--- src/rtl/spi_cs_pkg.sv ---
// Shared types for the timed chip-select SPI master.
// Assumes: nothing beyond IEEE 1800-2017.
package spi_cs_pkg;
    typedef enum logic [1:0] {
        ST_IDLE  = 2'd0,
        ST_LEAD  = 2'd1,
        ST_SHIFT = 2'd2,
        ST_TRAIL = 2'd3
    } spi_state_t;
endpackage

--- src/rtl/spi_cs_timer.sv ---
// Down-counting interval timer. A load sets the count; the count then falls by
// one per cycle and stops at zero. `expired` is high while the count is zero.
// Assumes: the user loads (interval - 1) to wait `interval` cycles.
module spi_cs_timer #(
    parameter int CNT_W = 10
) (
    input  logic             clk,
    input  logic             rst_n,
    input  logic             load,
    input  logic [CNT_W-1:0] load_val,
    output logic             expired
);
    logic [CNT_W-1:0] cnt_q;

    // Load or decrement the interval count.
    always_ff @(posedge clk) begin
        if (!rst_n)              cnt_q <= '0;
        else if (load)           cnt_q <= load_val;
        else if (cnt_q != '0)    cnt_q <= cnt_q - CNT_W'(1);
    end

    assign expired = (cnt_q == '0);

    // an expired timer stays expired until it is reloaded.
    a_r2_timer_stays_zero: assert property (@(posedge clk) disable iff (!rst_n)
        (!load && expired) |=> expired);
endmodule

--- src/rtl/spi_cs_shifter.sv ---
// Transmit and receive shift registers. On load, the transmit word is
// left-aligned so that its top used bit drives mosi, and the receive register
// is cleared. shift_out advances mosi and shift_in captures miso.
// Assumes: shift_in and shift_out are never requested in the same cycle.
module spi_cs_shifter #(
    parameter int MAX_BITS = 32,
    parameter int LEN_W    = 6
) (
    input  logic                clk,
    input  logic                rst_n,
    input  logic                load,
    input  logic [MAX_BITS-1:0] tx_word,
    input  logic [LEN_W-1:0]    word_len,
    input  logic                shift_out,
    input  logic                shift_in,
    input  logic                miso,
    output logic                mosi,
    output logic [MAX_BITS-1:0] rx_word
);
    logic [MAX_BITS-1:0] tx_q;
    logic [MAX_BITS-1:0] rx_q;
    logic [LEN_W-1:0]    pad;

    // Shift distance that moves the top used bit to the MSB.
    always_comb pad = LEN_W'(MAX_BITS) - word_len;

    // Transmit register: load aligned word, shift left on each falling edge.
    always_ff @(posedge clk) begin
        if (!rst_n)         tx_q <= '0;
        else if (load)      tx_q <= tx_word << pad;
        else if (shift_out) tx_q <= {tx_q[MAX_BITS-2:0], 1'b0};
    end

    // Receive register: clear at word start, shift in miso on each rising edge.
    always_ff @(posedge clk) begin
        if (!rst_n)        rx_q <= '0;
        else if (load)     rx_q <= '0;
        else if (shift_in) rx_q <= {rx_q[MAX_BITS-2:0], miso};
    end

    assign mosi    = tx_q[MAX_BITS-1];
    assign rx_word = rx_q;

    // capture never coincides with a transmit shift or a reload.
    a_r6_no_shift_clash: assert property (@(posedge clk) disable iff (!rst_n)
        shift_in |-> !(shift_out || load));
endmodule

--- src/rtl/spi_cs_seq.sv ---
// Word sequencer. It runs the lead, shift and trail phases, produces sclk and
// the registered chip-select, and controls the timer and the shifter.
// Assumes: div_ratio is even in 2..MAX_DIV and word_len is in 4..MAX_BITS; the
// configuration is latched when start is accepted.
module spi_cs_seq
    import spi_cs_pkg::*;
#(
    parameter int LEN_W = 6,
    parameter int DIV_W = 9,
    parameter int TCS_W = 2,
    parameter int CNT_W = 10
) (
    input  logic             clk,
    input  logic             rst_n,
    input  logic             start,
    input  logic [LEN_W-1:0] word_len,
    input  logic [DIV_W-1:0] div_ratio,
    input  logic [TCS_W-1:0] cs_lead,
    input  logic             cs_pol,
    input  logic             cs_manual,
    input  logic             cs_force,
    input  logic             tmr_expired,
    output logic             tmr_load,
    output logic [CNT_W-1:0] tmr_val,
    output logic             sh_load,
    output logic             sh_in,
    output logic             sh_out,
    output logic             sclk,
    output logic             cs,
    output logic             busy,
    output logic             done
);
    spi_state_t       state_q, state_d;
    logic [CNT_W-1:0] half_w, odd_w, lead_w;
    logic [CNT_W-1:0] half_q, lead_q;
    logic             mode_q, pol_q;
    logic [LEN_W-1:0] bits_q;
    logic             sclk_q, cs_q, done_q;
    logic             eff_manual, eff_pol, cs_d;

    // Half period and lead/trail length in system cycles from the live inputs.
    always_comb begin
        half_w = CNT_W'(div_ratio >> 1);
        odd_w  = CNT_W'({cs_lead, 1'b1});
        lead_w = odd_w * half_w;
    end

    // Next state plus timer and shifter strobes.
    always_comb begin
        state_d  = state_q;
        tmr_load = 1'b0;
        tmr_val  = '0;
        sh_load  = 1'b0;
        sh_in    = 1'b0;
        sh_out   = 1'b0;
        unique case (state_q)
            ST_IDLE: if (start) begin
                state_d  = ST_LEAD;
                sh_load  = 1'b1;
                tmr_load = 1'b1;
                tmr_val  = (cs_manual ? half_w : lead_w) - CNT_W'(1);
            end
            ST_LEAD: if (tmr_expired) begin
                state_d  = ST_SHIFT;
                sh_in    = 1'b1;
                tmr_load = 1'b1;
                tmr_val  = half_q - CNT_W'(1);
            end
            ST_SHIFT: if (tmr_expired) begin
                if (sclk_q) begin
                    if (bits_q == LEN_W'(1)) begin
                        if (mode_q) begin
                            state_d = ST_IDLE;
                        end else begin
                            state_d  = ST_TRAIL;
                            tmr_load = 1'b1;
                            tmr_val  = lead_q - CNT_W'(1);
                        end
                    end else begin
                        sh_out   = 1'b1;
                        tmr_load = 1'b1;
                        tmr_val  = half_q - CNT_W'(1);
                    end
                end else begin
                    sh_in    = 1'b1;
                    tmr_load = 1'b1;
                    tmr_val  = half_q - CNT_W'(1);
                end
            end
            ST_TRAIL: if (tmr_expired) state_d = ST_IDLE;
            default:  state_d = ST_IDLE;
        endcase
    end

    // Chip-select target: manual follows force; automatic is active while busy.
    always_comb begin
        eff_manual = (state_q == ST_IDLE) ? cs_manual : mode_q;
        eff_pol    = (state_q == ST_IDLE) ? cs_pol    : pol_q;
        if (eff_manual) cs_d = cs_force ? eff_pol : ~eff_pol;
        else            cs_d = (state_d != ST_IDLE) ? eff_pol : ~eff_pol;
    end

    // State register and end-of-word pulse.
    always_ff @(posedge clk) begin
        if (!rst_n) begin
            state_q <= ST_IDLE;
            done_q  <= 1'b0;
        end else begin
            state_q <= state_d;
            done_q  <= (state_q != ST_IDLE) && (state_d == ST_IDLE);
        end
    end

    // Latch the word configuration when a start is accepted.
    always_ff @(posedge clk) begin
        if (!rst_n) begin
            half_q <= '0;
            lead_q <= '0;
            mode_q <= 1'b0;
            pol_q  <= 1'b0;
        end else if (state_q == ST_IDLE && start) begin
            half_q <= half_w;
            lead_q <= lead_w;
            mode_q <= cs_manual;
            pol_q  <= cs_pol;
        end
    end

    // Serial clock level and the count of bits still to finish.
    always_ff @(posedge clk) begin
        if (!rst_n) begin
            sclk_q <= 1'b0;
            bits_q <= '0;
        end else if (state_q == ST_IDLE && start) begin
            bits_q <= word_len;
        end else if (sh_in) begin
            sclk_q <= 1'b1;
        end else if (state_q == ST_SHIFT && tmr_expired && sclk_q) begin
            sclk_q <= 1'b0;
            bits_q <= bits_q - LEN_W'(1);
        end
    end

    // Registered chip-select output; reset parks it at the inactive level.
    always_ff @(posedge clk) begin
        if (!rst_n) cs_q <= ~cs_pol;
        else        cs_q <= cs_d;
    end

    assign sclk = sclk_q;
    assign cs   = cs_q;
    assign busy = (state_q != ST_IDLE);
    assign done = done_q;

    // the serial clock is low whenever no word is in flight.
    a_r4_sclk_low_idle: assert property (@(posedge clk) disable iff (!rst_n)
        (state_q == ST_IDLE) |-> !sclk_q);
    // automatic chip-select holds its active level through a whole word.
    a_r3_cs_held_auto: assert property (@(posedge clk) disable iff (!rst_n)
        (state_q != ST_IDLE && !mode_q) |-> (cs_q == pol_q));
    // the end-of-word pulse lasts one cycle.
    a_r10_done_single: assert property (@(posedge clk) disable iff (!rst_n)
        done_q |=> !done_q);
    // configuration of a word in flight is not disturbed.
    a_r9_cfg_stable_busy: assert property (@(posedge clk) disable iff (!rst_n)
        (state_q != ST_IDLE) |=> ($stable(mode_q) && $stable(pol_q) && $stable(half_q)));
    // the shift phase always has a bit left to finish.
    a_r11_bits_nonzero: assert property (@(posedge clk) disable iff (!rst_n)
        (state_q == ST_SHIFT) |-> (bits_q != '0));
endmodule

--- src/rtl/spi_cs_master.sv ---
// Single-word SPI master (mode 0, MSB first) with a hardware-timed or
// software-forced chip-select. This is the top level that connects the
// sequencer, the interval timer and the shift registers.
// Assumes: inputs are synchronous to clk; div_ratio even in 2..MAX_DIV.
module spi_cs_master #(
    parameter int MAX_BITS = 32,
    parameter int MAX_DIV  = 256,
    parameter int TCS_W    = 2
) (
    input  logic                              clk,
    input  logic                              rst_n,
    input  logic                              start,
    input  logic [MAX_BITS-1:0]               tx_word,
    input  logic [$clog2(MAX_BITS+1)-1:0]     word_len,
    input  logic [$clog2(MAX_DIV+1)-1:0]      div_ratio,
    input  logic [TCS_W-1:0]                  cs_lead,
    input  logic                              cs_pol,
    input  logic                              cs_manual,
    input  logic                              cs_force,
    input  logic                              miso,
    output logic                              sclk,
    output logic                              mosi,
    output logic                              cs,
    output logic                              busy,
    output logic                              done,
    output logic [MAX_BITS-1:0]               rx_word
);
    localparam int LEN_W = $clog2(MAX_BITS + 1);
    localparam int DIV_W = $clog2(MAX_DIV + 1);
    localparam int CNT_W = $clog2(((2 ** (TCS_W + 1)) - 1) * (MAX_DIV / 2) + 1);

    logic             tmr_load, tmr_expired;
    logic [CNT_W-1:0] tmr_val;
    logic             sh_load, sh_in, sh_out;

    spi_cs_seq #(
        .LEN_W(LEN_W), .DIV_W(DIV_W), .TCS_W(TCS_W), .CNT_W(CNT_W)
    ) u_seq (
        .clk(clk), .rst_n(rst_n), .start(start), .word_len(word_len),
        .div_ratio(div_ratio), .cs_lead(cs_lead), .cs_pol(cs_pol),
        .cs_manual(cs_manual), .cs_force(cs_force), .tmr_expired(tmr_expired),
        .tmr_load(tmr_load), .tmr_val(tmr_val), .sh_load(sh_load),
        .sh_in(sh_in), .sh_out(sh_out), .sclk(sclk), .cs(cs),
        .busy(busy), .done(done)
    );

    spi_cs_timer #(.CNT_W(CNT_W)) u_timer (
        .clk(clk), .rst_n(rst_n), .load(tmr_load), .load_val(tmr_val),
        .expired(tmr_expired)
    );

    spi_cs_shifter #(.MAX_BITS(MAX_BITS), .LEN_W(LEN_W)) u_shift (
        .clk(clk), .rst_n(rst_n), .load(sh_load), .tx_word(tx_word),
        .word_len(word_len), .shift_out(sh_out), .shift_in(sh_in),
        .miso(miso), .mosi(mosi), .rx_word(rx_word)
    );
endmodule

--- config.mk ---
export PLATFORM = sky130hd
export DESIGN_NAME = spi_cs_master
export DESIGN_NICKNAME = d
export VERILOG_FILES = /design/src/rtl/spi_cs_pkg.sv /design/src/rtl/spi_cs_timer.sv /design/src/rtl/spi_cs_shifter.sv /design/src/rtl/spi_cs_seq.sv /design/src/rtl/spi_cs_master.sv
export SDC_FILE = /design/constraint.sdc
export NUM_CORES = 1
export LEC_CHECK = 0
export BUFFER_PORTS_ARGS = -buffer_cell sky130_fd_sc_hd__clkbuf_2
export CAP_MARGIN = 15
export CORE_MARGIN = 1
export CORE_UTILIZATION = 59
export DETAILED_ROUTE_END_ITERATION = 8
export PLACE_DENSITY = 0.82
export SYNTH_ARGS = -nofsm -noshare
export SYNTH_HDL_FRONTEND = slang
export SYNTH_SLANG_ARGS = --single-unit
--- constraint.sdc ---
create_clock -name clk -period 4.7 [get_ports clk]
set_input_delay 0.94 -clock clk [delete_from_list [all_inputs] [get_ports clk]]
set_output_delay 0.94 -clock clk [all_outputs]
set_load 0.005 [all_outputs]
* Word level (Yosys, flattened, before mapping) *
Index checks and enable logic that the tools add are counted.

storage, ports and cells
  memory bits (writable) = 0
  bits in latches = 0
  register bits = 105
  ROM bits = 0
  memories = 0

operators by class
  bitwise operators = 4
  multiplexer cells = 46
  multipliers = 1
  div/mod/pow operators = 0
  eq/ne operators = 5
  $lt $le $gt $ge = 0
  shift operators = 1
  add/subtract/negate cells = 6
  reductions and logical operators = 17

operators by type and width
  cell                                                                    count
  10-bit 2-to-1 mux                                                       9
  32-bit 2-to-1 mux                                                       2
  32-bit by 6-bit << shifter with 32-bit output                           1
  10-bit case mux with 3 select lines                                     1
  10-bit by 1-bit subtractor with 10-bit output (second input constant)   3
  1-bit 2-to-1 mux                                                        21
  6-bit 2-to-1 mux                                                        3
  2-bit 2-to-1 mux                                                        7
  2-bit nonzero test                                                      6
  10-bit zero test                                                        1
  3-bit by 8-bit multiplier with 10-bit output                            1
  10-bit nonzero test                                                     1
  8-bit by 1-bit subtractor with 9-bit output (second input constant)     1
  2-bit case mux with 4 select lines                                      1
  6-bit by 1-bit equality test with 1-bit output (second input constant)  1
  6-bit by 1-bit subtractor with 6-bit output (second input constant)     1
  6-bit subtractor (first input constant)                                 1
  2-bit equality test (second input constant)                             2
  1-bit logical AND                                                       4
  2-bit zero test                                                         2
  1-bit inverter                                                          4
  2-bit AND reduction                                                     2
  1-bit case mux with 3 select lines                                      1
  2-bit by 1-bit equality test with 1-bit output (second input constant)  1
  other kinds (3)                                                         3

* Depth between registers and ports, before layout *
  depth in word-level cells = 9
  depth in mapped cells = 14
  gate-level depth less buffers = 12

* By module *
Synthesis repeated with hierarchy kept, for this count alone.

unflattened totals
  cell total of the unflattened synthesis = 1016
  area, all modules = 8051.5 um^2

by module, submodules not included
  module          times used  area an instance (um^2)  cells each
  spi_cs_shifter  1           4505.6                   547
  spi_cs_seq      1           2977.9                   407
  spi_cs_timer    1           568.0                    62

* Least setup slack after synthesis *
No wires, ideal clock.

  kind = in2reg
  start point = input port word_len[0]
  end point = register u_shift.tx_q[24]
  stages = 12
  path slack = 978 ps
  data arrival time = 3590 ps
  buffers on the path = 4
  setup time = 132 ps
  path through = inv_1 -> buf_1 -> clkbuf_1 -> ha_1 -> clkbuf_1 -> buf_2 -> mux2_2 -> mux2_2 -> mux2i_1 -> mux2i_1 -> a222oi_1 -> a21oi_1

on the way
  longest elaborated chain between the ends = 3

RTL lines
  item                                           RTL line              RTL
  start, declared                                spi_cs_master.sv:14   input logic [$clog2(MAX_BITS+1)-1:0] word_len,
  6-bit subtractor                               spi_cs_shifter.sv:25  always_comb pad = LEN_W'(MAX_BITS) - word_len;
  32-bit by 6-bit << shifter with 32-bit output  spi_cs_shifter.sv:30  else if (load) tx_q <= tx_word << pad;
  32-bit 2-to-1 mux                              spi_cs_shifter.sv:30
  end signal, assigned                           spi_cs_shifter.sv:30
  end signal, assigned                           spi_cs_shifter.sv:31  else if (shift_out) tx_q <= {tx_q[MAX_BITS-2:0], 1'b0};
  end, declared                                  spi_cs_shifter.sv:20  logic [MAX_BITS-1:0] tx_q;

Every way passes these cells.
A chain may end at the register's enable or synchronous reset.

* Worst setup path in the final report *
  start point = input port div_ratio[1]
  end point = register u_timer.cnt_q[9]

on the way
  longest elaborated chain between the ends = 6

RTL lines
  item                                             RTL line             RTL
  start, declared                                  spi_cs_master.sv:15  input logic [$clog2(MAX_DIV+1)-1:0] div_ratio,
  3-bit by 8-bit multiplier with 10-bit output     spi_cs_seq.sv:45     lead_w = odd_w * half_w;
  10-bit 2-to-1 mux *                              spi_cs_seq.sv:61     tmr_val = (cs_manual ? half_w : lead_w) - CNT_W'(1);
  10-bit by 1-bit subtractor with 10-bit output *  spi_cs_seq.sv:61
  10-bit 2-to-1 mux *                              spi_cs_seq.sv:57     ST_IDLE: if (start) begin
  10-bit case mux with 3 select lines *            spi_cs_seq.sv:56     unique case (state_q)
  10-bit 2-to-1 mux *                              spi_cs_timer.sv:18   else if (load) cnt_q <= load_val;
  end signal, assigned                             spi_cs_timer.sv:18
  end signal, assigned                             spi_cs_timer.sv:19   else if (cnt_q != '0) cnt_q <= cnt_q - CNT_W'(1);
  end, declared                                    spi_cs_timer.sv:13   logic [CNT_W-1:0] cnt_q;

Mark *: on every way between the ends. The rest lies on a longest branch, timed or not.

==> flow_summary.ini <==
[synthesis]
yosysSeqAreaShare = 0.288
syn_area_mm2 = 0.00723
syn_inst = 933
yosys_warnings = 0
synth_nets = 1016
synth_area_per_cell_um2 = 7.75
synth_edf_count = 0
ys_seq_elements = 104
synth_cell_type_count = 75
async_flop_share = 0
ys.flop_type = dfxtp_1

[clocking]
cts.clk_slew.worst_paths_ps = 70
cts_resized = 0
cts_sinks = 104
numCtsBuffers = 9
cts_root_buffer = clkbuf_16
cts_tree = built
hold_buffers = 0
clock_latency_ps = 350
cts_buffer_depth = 2
post_cts_buffers = 0
htreeDepth = 3

[critical_path]
critPathMaxStageDelay_ps = 510
worst_setup_path_start_kind = primary input
reg2reg_to = u_timer.cnt_q[9]
crit_path_end_kind = flop
cp.arrival_ps = 4070
cp_cell_sequence = clkbuf_2, and2_1, fa_1, ha_1, inv_1, fa_1, nand2b_1, a21oi_1, nor4bb_1, a311oi_1, o2111ai_1, a21oi_1, o221a_2
crit_cells = 13
r2r_cells = 9
worst-setup-path-type = in -> reg
rrSetupSlack_ps = 1350
r2r-start = u_timer.cnt_q[0]
critPathBufInv = 2
critPathTopFamily = compound AO/OA/AOI/OAI gates
critPathRequiredTime_ps = 4990
cp_max_fo = 7
slowest_stage = fa_1

[route]
ant_nets = 0
num_vias = 6988
drc_errors = 0
drt-initial-drc-count = 429
dr.pass1.iters = 7
routed_wl_mm = 17.9
wl_per_cell_um = 15.7
viasPerCell = 6.15

[min_path]
hold_depth = 2
worstHoldStart = u_seq.pol_q
hold_end = u_seq.pol_q
hold_class = reg -> reg

[cells_and_area]
final_cell_mix = nand2_1, a21oi_1, dfxtp_1
drive_above_1_share = 0.171
nFillCells = 1078
final_cells = 1136
final_common_cell = nand2_1
syn2layout_area_growth_pct = 11.1
layout.nets = 1067
n_antenna_cell = 0

[die]
start_util = 0.605
die_h_um = 113
dieArea_mm2 = 0.0127
core-area_mm2 = 0.0120
pin_count = 93
die_w_um = 113
row_count = 40

[sta]
setup_viol_count_final = 0
finalCritPeriodShare = 0.805
tns_ps = 0
post-route-min-period_ps = 3780
hold_violations = 0
worst_slack_ps = 919
finalMaxSlewViolations = 0
max_slew_margin = 0.277
max_freq_mhz = 264
tightest_slew_ps = 1080
rsz0062_at_grt = no
clock_skew_ps = 6.18

[pwr]
powerDensity_mw_per_mm2 = 391
power_uw = 3140
static-leakage-power_uw = 0.00318
ir_drop_uv = 257

[placed_design]
hpwl_mm = 12.8
dp_slack_ps = 555
port_buffers = 91
gp_congestion = 0.919
dp.cells = 1120

[global_routing]
grt_pass1_vias = 6475
antenna_found_initial = 0
grt_max_degree = 46
grt-ovfl-total = 0
grt_pass1_wl_mm = 30.2
grtUsageTotal = 0.290

[status]
status = finished clean

[job]
drv_cap = 0
==> flip-flops by register name, indices dropped and copies added, names as in the netlist, 2 cells and up <==
name             count
u_timer.cnt_q       10
u_seq.state_q        2
u_seq.bits_q         6
u_shift.tx_q        32
u_shift.rx_word     32
u_seq.half_q         7
u_seq.lead_q        10
==> layer usage <==
layer	global-route usage	share of wire	vias to the layer above	wire length [µm]
li1	-	-	3469	-
met1	0.356	0.43	3295	7690
met2	0.502	0.50	181	8900
met3	0.0514	0.041	43	728
met4	0.120	0.031	0	563
met5	0	0	-	0
==> logic make-up after synthesis <==
group / synth area share
AO/OA/AOI/OAI: 0.237
adder cells (fa/ha/maj): 0.0540
flip-flops: 0.288
AND/OR/NAND/NOR: 0.210
XOR/XNOR: 0.0519
multiplexers: 0.109
buffers and inverters: 0.0502
==> where the power goes <==
part / internal (µW) / total (µW) / switching (µW)
combinational: 511 / 1270 / 760
clock: 429 / 753 / 324
sequential: 1010 / 1110 / 107
==> area by class of cell <==
cell class	instances	area, µm²	area share
clock buffer	12	246	0.0307
clock inverter	4	53.8	0.00670
inverter	26	97.6	0.0121
multi-input combinational	737	4800	0.598
sequential	104	2080	0.259
tap	147	184	0.0229
timing repair buffer	106	568	0.0707
==> worst register-to-register path: stages (launching register included) <==
cell,delay [ps]
dfxtp_1,340
inv_1,70
ha_1,200
or4b_1,590
nor3_4,560
o21ai_1,300
a21oi_2,560
o41ai_1,210
a21o_1,190
o221a_2,230
==> worst max path at each step <==
stage,start,to
CTS,div_ratio[1],u_timer.cnt_q[8]
finish,div_ratio[1],u_timer.cnt_q[9]
detailed placement,div_ratio[1],u_timer.cnt_q[8]
global route,cs_lead[1],u_timer.cnt_q[8]
global placement,div_ratio[1],u_timer.cnt_q[8]
floorplan,word_len[0],u_shift.tx_q[24]
==> per-stage QoR <==
stage                      util  area [µm²]  hold WS (ps)
after floorplan               -        7230           436
after CTS                 0.672        8030           460
after global routing      0.672        8030           484
after global placement    0.646        7730           443
after detailed placement  0.646        7730           451
final                     0.672        8030           462
==> Yosys cell counts, types with 3 or more instances <==
library cell	instances	area, µm²
fa_1	7	140
clkbuf_1	50	188
nand4_1	9	56.3
or3_1	4	25.0
ha_1	20	250
nor2_1	64	240
a31oi_1	12	75.1
o21a_1	3	22.5
buf_2	11	55.1
and2_1	16	100
buf_1	4	15.0
a211oi_1	20	150
dfxtp_1	104	2080
xor2_1	16	140
nand2b_1	5	31.3
o21ai_0	52	260
nand3_1	7	35.0
mux2_2	23	259
nand2_1	160	601
nor3_1	23	115
and3_1	6	37.5
a21oi_1	107	536
nor4_1	5	31.3
a21o_1	4	30.0
o221ai_1	3	26.3
a222oi_1	5	50.1
o211ai_1	3	22.5
mux4_2	8	180
nor2b_1	8	50.1
nor3b_1	6	45.0
inv_1	25	93.8
a32oi_1	15	131
xnor2_1	25	219
o21ai_1	4	20.0
o22ai_1	6	37.5
mux2i_1	35	350
a221oi_1	12	105
No activity file was read; power rests on OpenSTA's default activity.
